===== config.mk =====
export PLATFORM = sky130hd
export DESIGN_NAME = sram_gate_ctrl
export DESIGN_NICKNAME = d
export VERILOG_FILES = /design/src/rtl/sram_gate_pkg.sv /design/src/rtl/sram_gate_hold.sv /design/src/rtl/sram_gate_decode.sv /design/src/rtl/sram_gate_commit.sv /design/src/rtl/sram_gate_ctrl.sv
export SDC_FILE = /design/constraint.sdc
export NUM_CORES = 1
export LEC_CHECK = 0
export CAP_MARGIN = 20
export CELL_PAD_IN_SITES_DETAIL_PLACEMENT = 2
export CELL_PAD_IN_SITES_GLOBAL_PLACEMENT = 2
export CORE_AREA = 2 2 58 82
export DETAILED_ROUTE_END_ITERATION = 7
export DIE_AREA = 0 0 60 84
export PLACE_DENSITY = 0.82
export SKIP_LAST_GASP = 1
export SLEW_MARGIN = 10
export SYNTH_ARGS = -nofsm -noshare
export SYNTH_HDL_FRONTEND = slang
export SYNTH_SLANG_ARGS = --single-unit

===== constraint.sdc =====
create_clock -name clk -period 3.35 [get_ports clk]
set_input_delay 0.5025 -clock clk [delete_from_list [all_inputs] [get_ports clk]]
set_output_delay 0.5025 -clock clk [all_outputs]
set_load 0.01 [all_outputs]

===== src/rtl/sram_gate_pkg.sv =====
package sram_gate_pkg;

    localparam int ADDR_W_DEF = 17;

    // Bus controls, active high inside the block
    typedef struct packed {
        logic chip;
        logic rd_en;
        logic wr_en;
    } bus_ctl_t;

    typedef enum logic [1:0] {
        ACC_IDLE = 2'd0,
        ACC_REG  = 2'd1,
        ACC_RAM  = 2'd2
    } acc_kind_t;

    function automatic bus_ctl_t to_ctl(input logic ce_n, input logic oe_n, input logic we_n);
        bus_ctl_t c;
        c.chip  = ~ce_n;
        c.rd_en = ~oe_n;
        c.wr_en = ~we_n;
        return c;
    endfunction

    function automatic int hold_cycles(input int ref_hz, input int hold_ms);
        int n;
        n = (ref_hz / 1000) * hold_ms + ((ref_hz % 1000) * hold_ms) / 1000;
        return (n < 1) ? 1 : n;
    endfunction

endpackage


===== src/rtl/sram_gate_hold.sv =====
module sram_gate_hold #(
    parameter int HOLD_CYC = 4915
) (
    input  logic clk,
    input  logic rst,
    input  logic pwr_ok,
    output logic prot
);
    localparam int CNT_W = $clog2(HOLD_CYC + 1);
    localparam logic [CNT_W-1:0] LAST = CNT_W'(HOLD_CYC - 1);

    logic [CNT_W-1:0] cnt_q;
    logic             prot_q;

    always_ff @(posedge clk) begin
        if (rst) begin
            cnt_q  <= '0;
            prot_q <= 1'b1;
        end else if (!pwr_ok) begin
            cnt_q  <= '0;
            prot_q <= 1'b1;
        end else if (prot_q) begin
            if (cnt_q == LAST) begin
                prot_q <= 1'b0;
            end else begin
                cnt_q <= cnt_q + 1'b1;
            end
        end
    end

    assign prot = prot_q;
endmodule


===== src/rtl/sram_gate_decode.sv =====
module sram_gate_decode
    import sram_gate_pkg::*;
#(
    parameter int ADDR_W   = 17,
    parameter int WIN_AW   = 6,
    parameter int CLK_REGS = 14
) (
    input  logic              en,
    input  logic [ADDR_W-1:0] addr,
    input  bus_ctl_t          ctl,
    output acc_kind_t         kind,
    output logic              win_hit,
    output logic              clk_hit,
    output logic              rd_drive,
    output logic              ram_ce_n,
    output logic              ram_oe_n
);
    always_comb begin
        win_hit = (addr[ADDR_W-1:WIN_AW] == '0);
        clk_hit = win_hit && (addr[WIN_AW-1:0] < WIN_AW'(CLK_REGS));
        if (!en || !ctl.chip) begin
            kind = ACC_IDLE;
        end else if (win_hit) begin
            kind = ACC_REG;
        end else begin
            kind = ACC_RAM;
        end
        rd_drive = (kind == ACC_REG) && ctl.rd_en && !ctl.wr_en;
        ram_ce_n = en ? !ctl.chip : 1'b1;
        ram_oe_n = (kind == ACC_RAM) ? !ctl.rd_en : 1'b1;
    end
endmodule


===== src/rtl/sram_gate_commit.sv =====
module sram_gate_commit #(
    parameter int OFS_W = 6
) (
    input  logic             clk,
    input  logic             rst,
    input  logic             en,
    input  logic             overlap,
    input  logic [OFS_W-1:0] ofs,
    output logic             commit,
    output logic [OFS_W-1:0] commit_ofs
);
    logic             open_q;
    logic [OFS_W-1:0] ofs_q;

    always_ff @(posedge clk) begin
        if (rst) begin
            open_q <= 1'b0;
            ofs_q  <= '0;
        end else begin
            open_q <= overlap;
            if (overlap) begin
                ofs_q <= ofs;
            end
        end
    end

    assign commit     = open_q && en && !overlap;
    assign commit_ofs = ofs_q;
endmodule


===== src/rtl/sram_gate_ctrl.sv =====
module sram_gate_ctrl
    import sram_gate_pkg::*;
#(
    parameter int ADDR_W    = 17,
    parameter int WIN_BYTES = 64,
    parameter int CLK_REGS  = 14,
    parameter int REF_HZ    = 32768,
    parameter int HOLD_MS   = 150
) (
    input  logic              clk,
    input  logic              rst,
    input  logic [ADDR_W-1:0] addr,
    input  logic              ce_n,
    input  logic              oe_n,
    input  logic              we_n,
    input  logic              pwr_good,
    input  logic              pwr_fail,
    output logic              reg_sel,
    output logic              reg_clk_sel,
    output logic              reg_rd,
    output logic              reg_wr,
    output logic [5:0]        reg_addr,
    output logic [5:0]        reg_wr_addr,
    output logic              ram_ce_n,
    output logic              ram_oe_n,
    output logic              pfo_n
);
    localparam int WIN_AW   = $clog2(WIN_BYTES);
    localparam int HOLD_CYC = hold_cycles(REF_HZ, HOLD_MS);

    logic      pwr_ok, prot, en;
    bus_ctl_t  ctl;
    acc_kind_t kind;
    logic      win_hit, clk_hit, rd_drive, overlap;
    logic [WIN_AW-1:0] ofs;

    assign pwr_ok = pwr_good && !pwr_fail;
    assign en     = pwr_ok && !prot;
    assign ctl    = to_ctl(ce_n, oe_n, we_n);
    assign ofs    = addr[WIN_AW-1:0];

    sram_gate_hold #(.HOLD_CYC(HOLD_CYC)) u_hold (
        .clk    (clk),
        .rst    (rst),
        .pwr_ok (pwr_ok),
        .prot   (prot)
    );

    sram_gate_decode #(.ADDR_W(ADDR_W), .WIN_AW(WIN_AW), .CLK_REGS(CLK_REGS)) u_dec (
        .en       (en),
        .addr     (addr),
        .ctl      (ctl),
        .kind     (kind),
        .win_hit  (win_hit),
        .clk_hit  (clk_hit),
        .rd_drive (rd_drive),
        .ram_ce_n (ram_ce_n),
        .ram_oe_n (ram_oe_n)
    );

    assign overlap = (kind == ACC_REG) && ctl.wr_en;

    logic [WIN_AW-1:0] wr_ofs;
    sram_gate_commit #(.OFS_W(WIN_AW)) u_commit (
        .clk        (clk),
        .rst        (rst),
        .en         (en),
        .overlap    (overlap),
        .ofs        (ofs),
        .commit     (reg_wr),
        .commit_ofs (wr_ofs)
    );

    assign reg_sel     = (kind == ACC_REG);
    assign reg_clk_sel = reg_sel && clk_hit;
    assign reg_rd      = rd_drive;
    assign reg_addr    = 6'(ofs);
    assign reg_wr_addr = 6'(wr_ofs);
    assign pfo_n       = en;
endmodule


==> impl_metrics.yaml, run 1 <==
outcome:
  status: "completed"
cells_and_area:
  stdcell_count: 216
  diodes: 0
  layout_commonest_cell: "clkdlybuf4s50_1"
  fillerInstances: 502
  most-common-layout-cells: "42 x clkdlybuf4s50_1, 21 x dfxtp_1, 18 x nor2_1"
  drive_gt1_frac: 0.0714
  syn2layout_area_growth_pct: 48.2
  nNetsFinal: 181
  utilization: 0.351
worst_setup_path:
  crit_slowest_cell: "or4_1"
  cp_cell_sequence: "clkdlybuf4s50_1 -> or4_1 -> nor2_1 -> nand3b_1 -> nor4_1 -> clkdlybuf4s50_1"
  path_buf_inv: 2
  r2r_end: "u_commit.commit_ofs[2]"
  startpoint: "addr[7]"
  critPathMostFrequentCell: "clkdlybuf4s50_1"
  setup.worst_path.end: "reg_clk_sel"
  criticalPathCategory: "in2out"
  cp_max_fo: 3
  worstReg2RegStart: "u_hold.prot"
  critical-path-top-delay-family: "simple AND/OR/NAND/NOR gates"
  crit_cells: 6
  max_stage_delay_ps: 590
  rrSetupSlack_ps: 1320
  rr_worst_depth: 6
  arrival_ps: 2690
  start_kind: "primary input"
  worst_setup_path_end_kind: "primary output"
  required_ps: 2850
clocking:
  insertion_delay_ps: 250
  cts_made_buffers: 3
  cts_resized: 0
  htree_levels: 1
  clkSlewWorstSetupHoldPaths_ps: 80
  post-cts-setup-buffers: 0
  cts_tree: "done"
  clk_path_buf_depth: 2
  ctsHoldBuffers: 0
  cts.sinks: 21
  cts_root_buf: "clkbuf_8"
synth:
  synth_cells: 115
  yosysSeqAreaShare: 0.404
  ys_ff_latch: 21
  synthArstFlopShare: 0
  synth_xor_area_frac: 0.0841
  synthMuxAreaShare: 0.0577
  synth_top_family_by_area: "simple AND/OR/NAND/NOR gates"
  post-synth-top-area-cell: "dfxtp_1"
  synth-adder-area-share: 0.0240
  yosysTopAreaCellShare: 0.404
  avgSynthCellArea_sq_um: 9.05
  syn_area_sq_um: 1040
  ys_types: 36
  synth_compound_area_frac: 0.0505
  synth_fp_nets: 141
  yosysWarnings: 0
  synth_ff_type: "dfxtp_1"
  ys_top_cells_by_area: "dfxtp_1 40%, nor2_1 6.5%, mux2i_1 5.8%, xnor2_1 5.0%, buf_4 4.3%"
  synth_edf_count: 0
  yosys.area_share.simple: 0.303
sta:
  rsz0062_at_grt: "no"
  hold_viol_final: 0
  clock_skew_ps: 0.843
  finalMaxSlewViolations: 0
  tightest_slew_ps: 484
  min_period_over_period: 0.953
  worst_slew_margin_rel: 0.673
  setup_viol: 0
  finalCriticalPeriod_ps: 3190
  setup_tns_ps: 0
  max_freq_mhz: 313
  setup_ws_ps: 158
drt:
  firstDrtPassIters: 3
  viasPerCell: 4.59
  drtAntennaViolNets: 0
  drt_iter0_markers: 12
  drc: 0
  drt-total-wl_um: 3210
  wire_per_inst_um: 14.9
  num_vias: 992
placed_design:
  dp_hpwl_um: 2690
  post-place-ws_ps: 131
  place_inst: 212
  io_buffer_count: 42
  gp_congestion: 0.717
global_routing:
  grt-ovfl-total: 0
  antenna_found_initial: 0
  grt_util_all_layers: 0.136
  grt_start_max_net_pins: 15
  grt_pass1_vias: 1114
  grt_pass1_wl_um: 5310
run:
  max_cap_violations: 0
power_and_ir_drop:
  powerDensity_nw_per_um2: 300
  power_mw: 0.463
  peakVddDrop_v: 0.000198
  leakagePower_nw: 0.514
floorplanning:
  rows: 29
  ioPinCount: 43
  die_x_um: 60
  core_sq_um: 4390
  die_y_um: 84
  start_util: 0.237
  dieArea_sq_um: 5040
hold_path:
  worstHoldPathType: "reg2reg"
==> report_power, final <==
part	leakage [nW]	total, mW	switching (mW)	internal [mW]
combinational	0.319	0.0482	0.0158	0.0323
clock	0.0255	0.163	0.0809	0.0826
sequential	0.169	0.251	0.000973	0.250
total	0.514	0.463	0.0976	0.365
==> metrics by stage <==
stage	instance area (sq um)	hold WS, ps
detailed placement	1500	502
global placement	1500	475
finish	1540	511
floorplan	1040	477
CTS	1540	524
global route	1540	554
==> final cells by class <==
cell class | instances | area (sq um) | area share
flip-flops and latches | 21 | 420 | 0.273
repair buffers | 44 | 435 | 0.282
multi-input cells | 79 | 541 | 0.350
well taps | 62 | 77.6 | 0.0503
inverters | 6 | 22.5 | 0.0146
clock inverters | 1 | 5.00 | 0.00324
clock buffers | 3 | 41.3 | 0.0268
==> flip-flops by register name, summed over array words and instances (netlist names) <==
signal               count
u_commit.commit_ofs      6
u_commit.open_q          1
u_hold.cnt_q            13
u_hold.prot              1
==> tightest hold or removal path: stages (launching register included) <==
cell and delay, ps:
dfxtp_1 340, mux2i_1 70, nor2_1 80
==> layer usage <==
layer | vias to the layer above | global-route usage | share of wire
li1 | 478 | - | -
met1 | 471 | 0.134 | 0.36
met2 | 41 | 0.274 | 0.56
met3 | 2 | 0.0279 | 0.069
met4 | 0 | 0.0242 | 0.0040
met5 | - | 0 | 0
==> how the worst min path moves through the flow <==
| stage | startpoint | end | slack, ps | depth (start not counted) |
|---|---|---|---|---|
| CTS | u_commit.commit_ofs[0] | u_commit.commit_ofs[0] | 520 | 2 |
| floorplan | u_hold.cnt_q[12] | u_hold.cnt_q[12] | 480 | 2 |
| detailed placement | u_commit.commit_ofs[0] | u_commit.commit_ofs[0] | 500 | 2 |
| global placement | u_commit.commit_ofs[4] | u_commit.commit_ofs[4] | 470 | 2 |
| finish | u_commit.commit_ofs[1] | u_commit.commit_ofs[1] | 510 | 2 |
| global route | u_commit.commit_ofs[1] | u_commit.commit_ofs[1] | 550 | 2 |
==> Yosys cell counts, types with 2 or more instances <==
library cell / n
clkbuf_1: 2
nand2_1: 4
a21oi_1: 2
dfxtp_1: 21
mux2i_1: 6
xnor2_1: 6
nor3b_1: 2
ha_1: 2
or3_1: 2
nor4_1: 4
o21ai_0: 2
nor3_1: 2
nand3_1: 2
buf_4: 6
xor2_1: 4
nor2_1: 18
or4_1: 3
inv_1: 6
nand4_1: 4
==> kinds of logic after synthesis <==
| kind of cell | count (synthesis) |
|---|---|
| AOI/OAI and AO/OA | 8 |
| xor gates and xnor gates | 10 |
| adders and majority gates | 2 |
| buffers and inverters | 15 |
| DFF | 21 |
| muxes | 6 |
| and+or+nand+nor | 53 |
Note: power is estimated with default switching activity, not from simulation.
==> run 2, diff against run 1 <==
- ABC_AREA: default -> 1
- CORE_AREA: 2 2 58 82 -> 2 2 66 93
- DIE_AREA: 0 0 60 84 -> 0 0 68 95
- PLACE_DENSITY: 0.82 -> 0.85
- SKIP_LAST_GASP: 1 -> default
- SYNTH_HIERARCHICAL: default -> 1
==> run 2 against run 1 <==
Clock skew increased by 1.3 ps. Cell area rose by 19%. Hold slack worse by 38 ps. Via count up 48%. Global-route usage grew 1.1 points. Clock power rose by 7%. Critical path type unchanged. Critical endpoint is now reg_wr. Highest routed layer unchanged.
==> impl_metrics.yaml, run 2 <==
outcome:
  status: "completed"
floorplanning:
  ioPinCount: 43
  die_y_um: 95
  rows: 33
  dieArea_sq_um: 6460
  start_util: 0.238
  die_x_um: 68
  core_sq_um: 5700
synth:
  yosysSeqAreaShare: 0.310
  synthArstFlopShare: 0
  ys_ff_latch: 21
  ys_types: 25
  synth_edf_count: 0
  avgSynthCellArea_sq_um: 6.10
  synth_fp_nets: 248
  synth_cells: 222
  yosysWarnings: 6
  post-synth-top-area-cell: "dfxtp_1"
  yosysTopAreaCellShare: 0.310
  synth.most_common_cell: "nand2_1"
  ys_top_cells_by_area: "dfxtp_1 31%, nand2_1 17%, nor2_1 11%, inv_1 10%, nand3_1 5.5%"
  syn_area_sq_um: 1360
  synth_ff_type: "dfxtp_1"
  synth_common_cells: "62 x nand2_1, 41 x nor2_1, 37 x inv_1, 21 x dfxtp_1, 15 x nand3_1"
clocking:
  cts_root_buf: "clkbuf_8"
  ctsHoldBuffers: 0
  cts.sinks: 21
  cts_tree: "done"
  cts_resized: 0
  htree_levels: 1
  insertion_delay_ps: 270
  clkSlewWorstSetupHoldPaths_ps: 80
  cts_made_buffers: 3
  clk_path_buf_depth: 2
  post-cts-setup-buffers: 0
power_and_ir_drop:
  leakagePower_nw: 0.759
  p_comb_frac: 0.114
  power_mw: 0.481
  clkPwrFrac: 0.364
  powerDensity_nw_per_um2: 261
  switching_power_mw: 0.113
  netSwitchingFraction: 0.235
  peakVddDrop_v: 0.000114
  p_int_mw: 0.368
  p_seq_frac: 0.521
drt:
  viasPerCell: 4.48
  num_vias: 1473
  drt-total-wl_um: 4260
  drc: 0
  drt_iter0_markers: 35
  drtAntennaViolNets: 0
  firstDrtPassIters: 4
  wire_per_inst_um: 12.9
cells_and_area:
  multi_input_area_sq_um: 714
  layout_commonest_cell: "nand2_1"
  syn2layout_area_growth_pct: 35.7
  nNetsFinal: 286
  most-common-layout-cells: "62 x nand2_1, 42 x clkdlybuf4s50_1, 41 x nor2_1"
  diodes: 0
  final-seq-area_sq_um: 420
  largest_register_ffs: 13
  regMostFlops: "u_hold/cnt_q"
  stdcell_count: 329
  drive_gt1_frac: 0.0656
  fillerInstances: 717
hold_path:
  worstHoldPathType: "reg2reg"
  hold_depth: 2
global_routing:
  grt_util_all_layers: 0.147
  grt-ovfl-total: 0
  grt_pass1_vias: 1616
  grt_start_max_net_pins: 14
  antenna_found_initial: 0
  grt_pass1_wl_um: 7330
run:
  max_cap_violations: 0
worst_setup_path:
  arrival_ps: 2370
  required_ps: 2850
  worst_setup_path_end_kind: "primary output"
  setup.worst_path.end: "reg_wr"
  worstReg2RegStart: "u_hold/prot"
  rr_worst_depth: 11
  startpoint: "pwr_good"
  criticalPathCategory: "in2out"
  cp_max_fo: 3
  r2r_end: "u_commit/commit_ofs[0]"
  rrSetupSlack_ps: 1530
  start_kind: "primary input"
sta:
  min_period_over_period: 0.858
  tightest_slew_ps: 484
  hold_ws_ps: 473
  setup_tns_ps: 0
  setup_viol: 0
  finalCriticalPeriod_ps: 2880
  max_freq_mhz: 348
  setup_ws_ps: 474
  hold_viol_final: 0
  rsz0062_at_grt: "no"
  finalMaxSlewViolations: 0
  clock_skew_ps: 2.09
  worst_slew_margin_rel: 0.676
placed_design:
  post-place-ws_ps: 476
  dp_hpwl_um: 3430
  gp_congestion: 0.715
  io_buffer_count: 42
  place_inst: 325
## run 2: routing by layer
layer | part of all wire | global-route usage | routed length [um] | up-vias
li1 | - | - | - | 734
met1 | 0.37 | 0.154 | 1560 | 697
met2 | 0.57 | 0.280 | 2410 | 38
met3 | 0.055 | 0.0310 | 236 | 4
met4 | 0.012 | 0.0467 | 52 | 0
met5 | 0 | 0 | 0 | -
## run 2: final cells by class
cell class	count	share of cell area
Clock buffer	3	0.0224
Clock inverter	1	0.00272
Inverter	38	0.0776
Multi-Input combinational cell	153	0.388
Sequential cell	21	0.229
Tap cell	70	0.0476
Timing Repair Buffer	43	0.233
## run 2: power by group through the flow
stage,registers (mW),clock network [mW],logic (mW)
2_1_floorplan,0.256,0,0.0208
3_3_place_gp,0.257,0,0.0545
3_5_place_dp,0.257,0,0.0558
4_1_cts,0.251,0.189,0.0561
5_1_grt,0.251,0.190,0.0610
6_report,0.251,0.175,0.0549
## run 2: how the worst min path moves through the flow
stage	start	end	slack, ps
6_report	u_commit/commit_ofs[4]	u_commit/commit_ofs[4]	470
3_5_place_dp	u_commit/commit_ofs[4]	u_commit/commit_ofs[4]	470
4_1_cts	u_commit/commit_ofs[4]	u_commit/commit_ofs[4]	480
5_1_grt	u_commit/commit_ofs[4]	u_commit/commit_ofs[4]	510
3_3_place_gp	u_commit/commit_ofs[1]	u_commit/commit_ofs[1]	460
2_1_floorplan	u_hold/cnt_q[11]	u_hold/cnt_q[11]	470
## run 2: critical path, stage by stage
cell	delay, ps
clkdlybuf4s50_1	450
nand2_1	70
nor2_1	170
nand2_1	140
inv_1	120
nand3_2	100
inv_1	80
nand2_2	70
nor2_1	130
nor2_1	70
clkdlybuf4s50_1	480
## run 2: kinds of logic (layout without fill, tap and decap cells)
group | Yosys count | after routing | share of synthesized area
compound gates | 10 | 10 | 0.0369
xor+xnor | 4 | 4 | 0.0259
fa+ha+maj | 2 | 2 | 0.0185
buf+inv | 48 | 85 | 0.162
flops | 21 | 21 | 0.310
simple gates | 137 | 137 | 0.446
## run 2: through the flow
| step | utilization | instance area, sq um |
|---|---|---|
| floorplan | - | 1360 |
| global placement | 0.315 | 1790 |
| detailed placement | 0.315 | 1790 |
| CTS | 0.323 | 1840 |
| global route | 0.323 | 1840 |
| finish | 0.323 | 1840 |
